<file path="src/rtl/mzero_pkg.sv">
// Package: shared types for the marching-zero test sequencer.
// Assumes nothing beyond a SystemVerilog-2017 compiler.
package mzero_pkg;
    // Sequencer phases; order carries no meaning outside the controller.
    typedef enum logic [2:0] {
        ST_IDLE,
        ST_WRITE,
        ST_TURN,
        ST_READ,
        ST_DRAIN,
        ST_DONE
    } seq_state_t;
endpackage

</file>
<file path="src/rtl/mzero_ctrl.sv">
// Module: mzero_ctrl
// Walks the test phases (write pass, one turnaround cycle, read pass, one
// drain cycle for the last read sample, then done) and produces the address,
// the walking-zero byte for that address and the strobes.
// Assumes 2**ADDR_W <= DATA_W so every address owns a distinct zero position.
module mzero_ctrl
    import mzero_pkg::*;
#(
    parameter int ADDR_W = 3,
    parameter int DATA_W = 8
) (
    input  logic              clk,
    input  logic              rst_n,
    input  logic              start_i,
    output logic [ADDR_W-1:0] addr_o,
    output logic [DATA_W-1:0] pattern_o,
    output logic              we_o,
    output logic              oe_o,
    output logic              drv_en_o,
    output logic              launch_o,
    output logic              done_o
);
    localparam int DEPTH = 1 << ADDR_W;
    localparam logic [ADDR_W-1:0] LAST_ADDR = ADDR_W'(DEPTH - 1);
    localparam logic [DATA_W-1:0] MSB_ONE = {1'b1, {(DATA_W-1){1'b0}}};

    seq_state_t        state_q;
    logic [ADDR_W-1:0] addr_q;

    // Accept a start only when no run is in progress.
    assign launch_o = start_i && (state_q == ST_IDLE || state_q == ST_DONE);

    // Phase and address register.
    always_ff @(posedge clk) begin
        if (!rst_n) begin
            state_q <= ST_IDLE;
            addr_q  <= '0;
        end else begin
            case (state_q)
                ST_IDLE, ST_DONE: begin
                    if (launch_o) begin
                        state_q <= ST_WRITE;
                        addr_q  <= '0;
                    end
                end
                ST_WRITE: begin
                    if (addr_q == LAST_ADDR) begin
                        state_q <= ST_TURN;
                        addr_q  <= '0;
                    end else begin
                        addr_q <= addr_q + 1'b1;
                    end
                end
                ST_TURN:  state_q <= ST_READ;
                ST_READ: begin
                    if (addr_q == LAST_ADDR) begin
                        state_q <= ST_DRAIN;
                        addr_q  <= '0;
                    end else begin
                        addr_q <= addr_q + 1'b1;
                    end
                end
                ST_DRAIN: state_q <= ST_DONE;
                default:  state_q <= ST_IDLE;
            endcase
        end
    end

    // Walking-zero byte: the single zero moves down from the MSB with the address.
    assign pattern_o = ~(MSB_ONE >> addr_q);

    // Strobes decoded from the phase.
    assign addr_o   = addr_q;
    assign we_o     = (state_q == ST_WRITE);
    assign oe_o     = (state_q == ST_READ);
    assign drv_en_o = (state_q == ST_WRITE);
    assign done_o   = (state_q == ST_DONE);


    wr_step_chk: assert property (@(posedge clk) disable iff (!rst_n)
        (we_o && addr_o != LAST_ADDR) |=> (we_o && addr_o == ADDR_W'($past(addr_o) + 1'b1)));

    rd_step_chk: assert property (@(posedge clk) disable iff (!rst_n)
        (oe_o && addr_o != LAST_ADDR) |=> (oe_o && addr_o == ADDR_W'($past(addr_o) + 1'b1)));

    done_hold_chk: assert property (@(posedge clk) disable iff (!rst_n)
        (done_o && !start_i) |=> done_o);

    busy_start_chk: assert property (@(posedge clk) disable iff (!rst_n)
        (start_i && (we_o || oe_o)) |=> !(we_o && addr_o == '0));
endmodule

</file>
<file path="src/rtl/mzero_cmp.sv">
// Module: mzero_cmp
// Checks read-back bytes. It captures the expected byte and address while a
// read is shown, compares the memory's byte one cycle later, and keeps the
// first mismatch.
// Assumes the memory returns data exactly one cycle after the read address.
module mzero_cmp #(
    parameter int ADDR_W = 3,
    parameter int DATA_W = 8
) (
    input  logic              clk,
    input  logic              rst_n,
    input  logic              launch_i,
    input  logic              rd_strobe_i,
    input  logic [ADDR_W-1:0] addr_i,
    input  logic [DATA_W-1:0] exp_i,
    input  logic [DATA_W-1:0] rd_data_i,
    output logic              pass_o,
    output logic [ADDR_W-1:0] fail_addr_o,
    output logic [DATA_W-1:0] fail_data_o
);
    logic              valid_q;
    logic [ADDR_W-1:0] addr_q;
    logic [DATA_W-1:0] exp_q;
    logic              pass_q;
    logic [ADDR_W-1:0] fail_addr_q;
    logic [DATA_W-1:0] fail_data_q;
    logic              mismatch;

    // One-cycle pipeline that lines the expectation up with returning data.
    always_ff @(posedge clk) begin
        if (!rst_n) begin
            valid_q <= 1'b0;
            addr_q  <= '0;
            exp_q   <= '0;
        end else begin
            valid_q <= rd_strobe_i;
            if (rd_strobe_i) begin
                addr_q <= addr_i;
                exp_q  <= exp_i;
            end
        end
    end

    assign mismatch = valid_q && (rd_data_i != exp_q);

    // Verdict and first-failure record.
    always_ff @(posedge clk) begin
        if (!rst_n) begin
            pass_q      <= 1'b0;
            fail_addr_q <= '0;
            fail_data_q <= '0;
        end else if (launch_i) begin
            pass_q      <= 1'b1;
            fail_addr_q <= '0;
            fail_data_q <= '0;
        end else if (mismatch && pass_q) begin
            pass_q      <= 1'b0;
            fail_addr_q <= addr_q;
            fail_data_q <= rd_data_i;
        end
    end

    assign pass_o      = pass_q;
    assign fail_addr_o = fail_addr_q;
    assign fail_data_o = fail_data_q;


    pass_sticky_chk: assert property (@(posedge clk) disable iff (!rst_n)
        (!pass_o && !launch_i) |=> !pass_o);

    first_fail_chk: assert property (@(posedge clk) disable iff (!rst_n)
        (!pass_o && !launch_i) |=> ($stable(fail_addr_o) && $stable(fail_data_o)));

    fail_byte_chk: assert property (@(posedge clk) disable iff (!rst_n)
        $fell(pass_o) |-> (fail_data_o != $past(exp_q)));
endmodule

</file>
<file path="src/rtl/mzero_seq.sv">
// Module: mzero_seq (top)
// Marching-zero functional test for a byte-wide, eight-location static RAM:
// a write pass, one turnaround cycle, and a read pass with per-byte compare.
// Assumes a synchronous memory with one cycle of read latency.
module mzero_seq #(
    parameter int ADDR_W = 3,
    parameter int DATA_W = 8
) (
    input  logic              clk,
    input  logic              rst_n,
    input  logic              start_i,
    input  logic [DATA_W-1:0] rd_data_i,
    output logic [ADDR_W-1:0] addr_o,
    output logic [DATA_W-1:0] wr_data_o,
    output logic              we_o,
    output logic              oe_o,
    output logic              drv_en_o,
    output logic              done_o,
    output logic              pass_o,
    output logic [ADDR_W-1:0] fail_addr_o,
    output logic [DATA_W-1:0] fail_data_o
);
    logic [DATA_W-1:0] pattern;
    logic              launch;

    mzero_ctrl #(.ADDR_W(ADDR_W), .DATA_W(DATA_W)) u_ctrl (
        .clk       (clk),
        .rst_n     (rst_n),
        .start_i   (start_i),
        .addr_o    (addr_o),
        .pattern_o (pattern),
        .we_o      (we_o),
        .oe_o      (oe_o),
        .drv_en_o  (drv_en_o),
        .launch_o  (launch),
        .done_o    (done_o)
    );

    mzero_cmp #(.ADDR_W(ADDR_W), .DATA_W(DATA_W)) u_cmp (
        .clk         (clk),
        .rst_n       (rst_n),
        .launch_i    (launch),
        .rd_strobe_i (oe_o),
        .addr_i      (addr_o),
        .exp_i       (pattern),
        .rd_data_i   (rd_data_i),
        .pass_o      (pass_o),
        .fail_addr_o (fail_addr_o),
        .fail_data_o (fail_data_o)
    );

    // Drive the bus only while writing; zero otherwise.
    assign wr_data_o = drv_en_o ? pattern : '0;


    turn_gap_chk: assert property (@(posedge clk) disable iff (!rst_n)
        $fell(we_o) |-> (!oe_o && !drv_en_o));

    turn_len_chk: assert property (@(posedge clk) disable iff (!rst_n)
        $fell(we_o) |=> oe_o);

    no_contend_chk: assert property (@(posedge clk) disable iff (!rst_n)
        oe_o |-> !drv_en_o);

    strobe_excl_chk: assert property (@(posedge clk) disable iff (!rst_n)
        !(we_o && oe_o));
endmodule

</file>
<file path="config.mk">
export PLATFORM = sky130hd
export DESIGN_NAME = mzero_seq
export DESIGN_NICKNAME = d
export VERILOG_FILES = /design/src/rtl/mzero_pkg.sv /design/src/rtl/mzero_ctrl.sv /design/src/rtl/mzero_cmp.sv /design/src/rtl/mzero_seq.sv
export SDC_FILE = /design/constraint.sdc
export NUM_CORES = 1
export LEC_CHECK = 0
export BUFFER_PORTS_ARGS = -buffer_cell sky130_fd_sc_hd__buf_2
export CAP_MARGIN = 20
export CORE_MARGIN = 3
export CORE_UTILIZATION = 35
export DETAILED_ROUTE_END_ITERATION = 12
export GPL_TIMING_DRIVEN = 0
export PLACE_DENSITY = 0.56
export RECOVER_POWER = 25
export SLEW_MARGIN = 20
export SYNTH_ARGS = -nofsm -noshare
export SYNTH_HDL_FRONTEND = slang
export SYNTH_SLANG_ARGS = --single-unit
</file>
<file path="constraint.sdc">
create_clock -name clk -period 1.8 [get_ports clk]
set_input_delay 0 -clock clk [delete_from_list [all_inputs] [get_ports clk]]
set_output_delay 0 -clock clk [all_outputs]
set_load 0.02 [all_outputs]
</file>
==> impl_results.md <==
* Clk pwr share at 43.8%
* Crit path DAT at 1590 ps
* Pwr Density at 815.8 nW/µm²
* Hold WC Path Type: input pin to flop
* Status: finished, final reports clean
* Cell Rows at 22
* Fmax at ~630 MHz
* Starting DRT DRC Count at 24
* Nets at about 230
* Vias/cell at roughly 4.9
* Crit start category: flop
* CTS tree: done
* Post-Route Skew at approximately 6.2 ps
* CORE AREA at around 3800 µm²
* Final max-slew violation count at 0
* Unique cell type count in the Yosys netlist at 27
* Sequential share of power at a little under half
* #FFs+latches synth at 30
* Starting Density at between 30% and 40%
* Initial DRT Pass Iterations at 4
* H-Tree Depth at 2
* Largest net degree at the start of global routing at 11
* Kind of critical path: flop to primary output
* Syn Nets at 179
* Reg-to-reg critical path startpoint: u_cmp.exp_q[6]
* CTS Buf Count at 5
* Worst endpoint required time at between 1500 and 2000 ps
* Fraction of layout cells with a size suffix above 1 at around a fifth
* Yosys top cell by area: dfxtp_1
* Slew HR at 71.31%
* Min cycle time layout at 1592 ps
* Via count at 1,276
* VDD IR-drop max at 563.0 µV
* Avg Inst Size Synth at 8.735 µm²
* Die width at between 60 and 70 µm
* Mapped Area at around 1400 µm²
* Crit-path max FO at 9
* Clock Path Buffers at 2
* GRT met3 Usage at between 4 and 5%
* Tcrit/Tclk final at between 80% and 90%
* Setup Fix Bufs, Post-CTS at 0
* Hold Fails Final Rpt at 0
* Pin slew with the least headroom to its limit at ~430 ps
* Setup crit end: wr_data_o[1]
* Non-Filler Instances at 263
* Reg2reg end: u_cmp.fail_data_o[6]
* First-pass GRT wire length at ~5.6 mm
* Yosys warnings at 0
* RD Place Congestion at between 0.8 and 0.9
* Number of remaining DRC errors at 0
* Reg2Reg Depth at 5
* Initial antenna violation count at 0
* Post-synth EDFFs at 0
* Synth async-reset ratio at 0%
* Final Util at between 40% and 50%
* Leak pwr at 0.7709 nW
* Synth Instances at between 150 and 200
* Vias in the first global route at about 1,300
* Total negative setup slack at 0 ps
* Setup violators final at 0
* Power Internal at 1.142 mW
* Total Routing Usage GR at between 10% and 20%
* IO buf count at 37
* Post-synthesis sequential area ratio at between 40% and 50%
* GRT met1 Usage at between 10% and 20%
* Gr busiest metal: met2
* CTS Root Cell: clkbuf_8
* R2r setup slk at 350 ps
* Commonest cells in the netlist: 30 x dfxtp_1, 30 x nand2_1, 19 x nor2_1
* Drt wl/cell at 12.50 µm
* Clk sink count at 30
* Net Switching at about 0.36 mW
* Placed Cells at 247
* Sw frac at between 20% and 30%
* Worst skew pair latency at 280 ps
* Routed wire length at roughly 3.3 mm
* Top-Level Pins at 38
* RSZ-0062 raised after global routing: no
* Die height at 69.59 µm
* Yosys top cell area share at between 40% and 50%
* Dpl hpwl at between 2 and 2.5 mm
* ANT nets after route at 0
* Synth top area cells: dfxtp_1 42%, mux2i_1 9.9%, nand2_1 8.0%, xor2_1 5.6%, ha_1 5.3%
* Crit path launch: u_ctrl.state_q[0]
* Die area at around 4800 µm²
* Ys flop type: dfxtp_1
* Diode count at 0
* Area delta synth->final at 29.97%
* Met2 Use GR at 24.68%
* Crit. End Element: primary output
* Comb power frac at between 10 and 15%
* Grt ovf at 0
* Max-cap check violation count at 0
* Clk pin slew, worst setup/hold paths at approximately 60 ps
[worst min path at each step]
stage                     startpoint           endpoint  slack (ps)  cells after the start
final                        start_i  u_ctrl.state_q[2]          30                      4
after global routing         start_i  u_ctrl.state_q[2]          30                      4
after CTS                    start_i  u_ctrl.state_q[2]          20                      4
after detailed placement       rst_n     u_cmp.exp_q[0]         260                      2
after global placement         rst_n     u_cmp.exp_q[0]         260                      2
after floorplan                rst_n     u_cmp.exp_q[0]         130                      1
[metal layers]
metal / vias up / part of all wire (%)
met2: 30 / 49
met4: 0 / 1.8
met3: 6 / 5.1
met1: 601 / 44
met5: - / 0
li1: 639 / -
[cells by family (layout without fill, tap and decap cells)]
family | after synthesis | after routing | synth area share [%]
flops | 30 | 30 | 42.44
mux | 14 | 14 | 9.902
xor+xnor | 10 | 10 | 6.190
fa+ha+maj | 6 | 6 | 5.305
buf+inv | 15 | 68 | 4.950
simple gates | 66 | 66 | 21.22
compound gates | 21 | 21 | 9.991
[layout make-up]
| type | instances | area [µm²] |
|---|---|---|
| plain buffers | 9 | 48.80 |
| clock buffers | 5 | 68.82 |
| clock inverters | 3 | 40.04 |
| fillers | 373 | 1932 |
| inverters | 5 | 18.77 |
| multi-input cells | 117 | 744.5 |
| flip-flops and latches | 30 | 600.6 |
| well taps | 48 | 60.06 |
| repair buffers | 46 | 257.7 |
[cell usage in the layout, fill, tap and decap left out, types with 5 or more instances in the layout]
cell type and instances:
a21oi_1 9, buf_2 28, clkbuf_1 15, clkbuf_8 5, dfxtp_1 30, dlygate4sd3_1 9
ha_1 6, mux2i_1 14, nand2_1 30, nor2_1 19, nor2b_1 5, xor2_1 9
[timing repair]
item	4_1_cts	5_1_grt
hold buffers	9	0
resized for setup	0	2
endpoints found under the setup margin	0	2
hold endpoints to repair	9	0
[critical path, stage by stage (launching register included)]
cell,delay (ps)
dfxtp_1,300
buf_2,170
and2b_1,200
nand2b_1,210
a21oi_1,230
buf_2,200
[power groups by stage]
stage	clock [mW]	sequential (mW)	combinational, mW
2_1_floorplan	0	0.696	0.0948
3_3_place_gp	0	0.691	0.153
3_5_place_dp	0	0.692	0.154
4_1_cts	0.680	0.677	0.170
5_1_grt	0.709	0.677	0.185
6_report	0.657	0.677	0.167
[sequential cells by signal (all words and copies together) (netlist names)]
name,cells
u_cmp.addr_q,3
u_cmp.exp_q,8
u_cmp.fail_addr_o,3
u_ctrl.addr_o,3
u_cmp.valid_q,1
u_ctrl.state_q,3
u_cmp.pass_o,1
u_cmp.fail_data_o,8
[metrics by stage]
stage	worst slack [ps]	hold WS (ps)	total power, mW	area, µm²
floorplan	360.1	133.4	0.7904	1415
global placement	309.9	255.2	0.8437	1660
detailed placement	288.2	263.2	0.8461	1660
CTS	69.26	15.32	1.527	1859
global route	78.15	30.05	1.571	1839
finish	208.3	25.28	1.501	1839
Note: power is estimated with default switching activity, not from simulation.
